`src/rtl/ocs_pkg.sv`:
```
package ocs_pkg;

  typedef enum logic {
    OCS_ADD = 1'b0,
    OCS_SUB = 1'b1
  } ocs_op_e;

endpackage

```
`src/rtl/ocs_lane.sv`:
```
// One symbol position: one's complement add or subtract with end-around carry.
module ocs_lane #(
  parameter int SYM_W = 16
) (
  input  ocs_pkg::ocs_op_e  op,
  input  logic [SYM_W-1:0]  csum,
  input  logic [SYM_W-1:0]  data,
  output logic [SYM_W-1:0]  sum
);

  logic [SYM_W-1:0] operand;
  logic [SYM_W:0]   wide;

  always_comb begin
    operand = (op == ocs_pkg::OCS_SUB) ? ~data : data;
    wide    = {1'b0, csum} + {1'b0, operand};
    // Folding the carry back in cannot overflow: the largest wide value is 2^(W+1)-2.
    sum     = wide[SYM_W-1:0] + {{(SYM_W-1){1'b0}}, wide[SYM_W]};
  end

endmodule

```
`src/rtl/ocs_stage.sv`:
```
// Enabled register stage, reset to zero.
module ocs_stage #(
  parameter int WIDTH = 16
) (
  input  logic             clk,
  input  logic             rst_n,
  input  logic             en,
  input  logic [WIDTH-1:0] d,
  output logic [WIDTH-1:0] q
);

  logic [WIDTH-1:0] q_nxt;

  always_comb begin
    q_nxt = q;
    if (en) q_nxt = d;
  end

  always_ff @(posedge clk or negedge rst_n) begin
    if (!rst_n) q <= '0;
    else        q <= q_nxt;
  end

endmodule

```
`src/rtl/ocs_line_upd.sv`:
```
module ocs_line_upd #(
  parameter int SYM_W   = 16,
  parameter int NUM_DEV = 9
) (
  input  logic                       clk,
  input  logic                       rst_n,
  input  logic                       in_valid,
  input  logic                       in_op,
  input  logic [NUM_DEV*SYM_W-1:0]   in_csum,
  input  logic [NUM_DEV*SYM_W-1:0]   in_data,
  output logic                       out_valid,
  output logic [NUM_DEV*SYM_W-1:0]   out_csum
);

  localparam int LINE_W = NUM_DEV * SYM_W;

  ocs_pkg::ocs_op_e    op;
  logic [LINE_W-1:0]   sum_nxt;
  logic                vld_nxt;

  always_comb op = ocs_pkg::ocs_op_e'(in_op);

  for (genvar k = 0; k < NUM_DEV; k++) begin : g_lane
    ocs_lane #(.SYM_W(SYM_W)) u_lane (
      .op   (op),
      .csum (in_csum[k*SYM_W +: SYM_W]),
      .data (in_data[k*SYM_W +: SYM_W]),
      .sum  (sum_nxt[k*SYM_W +: SYM_W])
    );
  end

  ocs_stage #(.WIDTH(LINE_W)) u_csum_reg (
    .clk   (clk),
    .rst_n (rst_n),
    .en    (in_valid),
    .d     (sum_nxt),
    .q     (out_csum)
  );

  always_comb vld_nxt = in_valid;

  always_ff @(posedge clk or negedge rst_n) begin
    if (!rst_n) out_valid <= 1'b0;
    else        out_valid <= vld_nxt;
  end

endmodule

```
`config.mk`:
```
export PLATFORM = sky130hd
export DESIGN_NAME = ocs_line_upd
export DESIGN_NICKNAME = d
export VERILOG_FILES = /design/src/rtl/ocs_pkg.sv /design/src/rtl/ocs_lane.sv /design/src/rtl/ocs_stage.sv /design/src/rtl/ocs_line_upd.sv
export SDC_FILE = /design/constraint.sdc
export NUM_CORES = 1
export LEC_CHECK = 0
export BUFFER_PORTS_ARGS = -buffer_cell sky130_fd_sc_hd__buf_2
export CAP_MARGIN = 25
export CORE_MARGIN = 2
export CORE_UTILIZATION = 45
export DETAILED_ROUTE_END_ITERATION = 10
export PLACE_DENSITY = 0.75
export SLEW_MARGIN = 10
export SYNTH_ARGS = -nofsm -noshare
export SYNTH_HDL_FRONTEND = slang
export SYNTH_SLANG_ARGS = --single-unit
```
`constraint.sdc`:
```
create_clock -name clk -period 0.8 [get_ports clk]
set_input_delay 0 -clock clk [delete_from_list [all_inputs] [get_ports clk]]
set_output_delay 0 -clock clk [all_outputs]
set_load 0.05 [all_outputs]
```
==> results by group <==
Run status
  • Status: complete, but fails checks
  • Failing checks: negative setup slack

Clock network
  • CTS max path bufs: 2
  • Worst-path clk slew: 60 ps
  • Deepest level of the CTS H-tree: 4
  • Root Buffer: clkbuf_16
  • CTS tree: yes
  • Worst-Skew Late Latency: 440 ps
  • CTS buffer count: 17
  • Clock net sink count: ~150

Detailed routing
  • Via count: 20200
  • Via density: ~5.7
  • Antenna Nets Post-Route: 0
  • Router iterations before antenna repair: 5
  • Drt wl/cell: just under 20 um
  • 1st-iter DRT viols: 1317
  • DRC Markers: 0
  • Total wire length: slightly below 70000 um

Placed design
  • Post-Place Cell Area: between 0.02 and 0.025 mm2
  • Cells after DPL: 3355
  • HPWL after detailed placement: ~47000 um
  • I/O Buffers: approximately 440
  • RePlAce Congestion: ~0.96

Timing
  • Slew headroom: 0.565
  • Max-slew violation count: 0
  • Final hold slack: between 10 and 15 ps
  • Tcrit/Tclk final: 4.55
  • Max Freq: 0.275 GHz
  • Setup Skew: 0 ps
  • Unrepaired setup endpoints after global routing: yes
  • Fin Setup TNS: -387560 ps
  • Setup ws final: -2840 ps
  • Tightest Pin Transition: approximately 650 ps
  • Period minus WS final: 3640 ps
  • Final hold vios: 0
  • # setup viols final: a little under 300

Critical path
  • Crit-path cells: clkbuf_16, xor2_2, ha_2, inv_2, fa_2, nor2b_2, o31a_1, o221a_4, o211ai_1, a21o_1, o21bai_1, a21o_1, a21oi_2, o21bai_1, ha_2, and3_4, inv_2, or4b_4, a21oi_2, o22ai_2, xnor2_1, mux2_4
  • CP Class: in -> reg
  • Required time of the critical path: roughly 1100 ps
  • Critical-path top delay cell: or4b_4
  • CP Data Arrival Time: approximately 4000 ps
  • CP peak stage delay: 530 ps
  • Worst setup EP type: flip-flop
  • Worst setup SP type: input pin
  • Critical Path Fanout Max: 6

Pwr
  • Net Sw Frac: 0.476
  • Int Power: 32000 uW
  • Pwr Density: 2220 mW/mm2
  • Leak: 0.0132 uW
  • Worst IR drop on VDD: between 2 and 2.5 mV
  • Sequential Power Share: 0.181
  • Comb power frac: 0.673
  • Psw: 29100 uW
  • Clock Power Share: 0.146

Cells and area
  • Final Instance Area: 0.0276 mm2
  • Most frequent cells in the layout: buf_4, buf_2, nor2_1, xor2_1, dfrtp_1
  • Share of layout cells above drive strength 1: 0.508
  • Nets: around 3500
  • P&R area growth vs syn: 71.4%
  • Fin cells: 3526
  • Final core area utilization: 0.779
  • Filler Cells Inserted: around 2100
  • Commonest non-fill, non-tap cell in the layout: buf_4

Synth
  • Synth top area share: 0.226
  • Synth area leader: dfrtp_1
  • Post-Syn Area: between 0.015 and 0.02 mm2
  • YS warnings: 0
  • Unique cell type count in the Yosys netlist: between 80 and 90
  • Synth Flop Type: dfrtp_1
  • Avg Inst Size Synth: 8.39 um2
  • Asr flop ratio synth: 1.00
  • Syn Nets: roughly 2400
  • Seq/Total Area, Yosys: 0.226
  • Top cells by area, synth: dfrtp_1, ha_1, xor2_1
  • Number of synthesized flops with an enable pin: 0
  • Synth Instances: between 1500 and 2000
  • Synth Register Bits: 145

Floorplanning
  • Num ports: 437
  • Die H: 193 um
  • Row count: 69
  • Die extent in x: 193 um
  • Die area: ~0.037 mm2
  • Core ar.: approximately 0.035 mm2
  • Initial Utilization: 0.454

Global route
  • Global-route wire length before repair: a little under 100000 um
  • GR Util All Layers: 0.335
  • Overflow after GRT: 0
  • Pin count of the biggest net entering global routing: 37
  • Vias in the first global route: just over 20000
  • Initial antenna violation count: 12

Worst hold path
  • Hold Crit Class: in -> async

Flow run
  • MaxCap Viol Count: 0
[area by class of cell]
cell class	count	area [um2]	area share
multi-input cells	1632	14200	0.514
repair buffers	1161	8210	0.298
flip-flops and latches	145	3630	0.132
well taps	461	577	0.0209
clock buffers	24	512	0.0186
inverters	82	310	0.0113
clock inverters	8	124	0.00449
diodes	13	32.5	0.00118
[state kept, by name, summed over array words and instances (netlist names)]
name and count:
u_csum_reg.q 144, out_valid 1
[routing by layer]
layer / track usage / vias to the layer above / part of all wire
met5: 0 / - / 0.00014
met4: 0.172 / 2 / 0.058
met2: 0.601 / 1018 / 0.50
li1: - / 9194 / -
met3: 0.0700 / 309 / 0.077
met1: 0.373 / 9643 / 0.37
[synth_stat cells, types with 28 or more instances]
cell,n
a21oi_1,169
a21o_1,36
ha_1,171
nor2_1,196
xor2_1,199
xnor2_1,136
dfrtp_1,145
and3_1,28
nand3_1,61
o21ai_0,73
mux2_2,36
inv_1,82
clkbuf_1,38
nor3_1,54
nand2_1,78
[power groups by stage]
stage,clock (uW),sequential (uW),combinational [uW]
after floorplan,0,18500,13400
after global placement,0,10900,34000
after detailed placement,0,11000,34700
after CTS,8930,10900,37600
after global routing,9270,11200,43400
final,8910,11100,41100
[worst paths after layout]
path / start / endpoint / slack, ps / depth (start not counted)
setup reg to reg: u_csum_reg.q[95]$_DFFE_PN0P_ / u_csum_reg.q[95]$_DFFE_PN0P_ / -70 / 1
setup / recovery: in_op / u_csum_reg.q[89]$_DFFE_PN0P_ / -2840 / 22
min in group clk: in_valid / u_csum_reg.q[39]$_DFFE_PN0P_ / 60 / 5
hold reg to reg: u_csum_reg.q[31]$_DFFE_PN0P_ / u_csum_reg.q[31]$_DFFE_PN0P_ / 500 / 1
max in group asynchronous: rst_n / u_csum_reg.q[8]$_DFFE_PN0P_ / 290 / 3
hold / removal: rst_n / u_csum_reg.q[85]$_DFFE_PN0P_ / 10 / 2
[stage by stage]
step | setup slack, ps | total power (uW)
final | -2840 | 61100
after global placement | -3260 | 44900
after floorplan | -3290 | 31900
after detailed placement | -3380 | 45700
after global routing | -3020 | 63900
after CTS | -2610 | 57400
[critical path: cells and delay by family]
kind / cells / cell delay (ps)
AO/OA/AOI/OAI: 10 / 1540
AND/OR/NAND/NOR: 3 / 880
adder cells (fa/ha/maj): 3 / 750
XOR/XNOR: 2 / 280
multiplexers: 1 / 260
buffers and inverters: 3 / 240
[cell families after synthesis]
kind of cell,count (synthesis),synth area share
AOI/OAI and AO/OA,484,0.199
xor gates and xnor gates,336,0.184
adders and majority gates,180,0.144
buffers and inverters,140,0.0327
DFF,145,0.226
muxes,41,0.0283
and+or+nand+nor,591,0.187
[timing repair]
action	4_1_cts	5_1_grt
buffers inserted	87	55
resized for setup	291	202
pin swaps	201	186
endpoints found under the hold margin	145	0
hold buffers	1	0
endpoints found under the setup margin	289	289
gates cloned	3	0
Power figures use the tool's default switching activity.
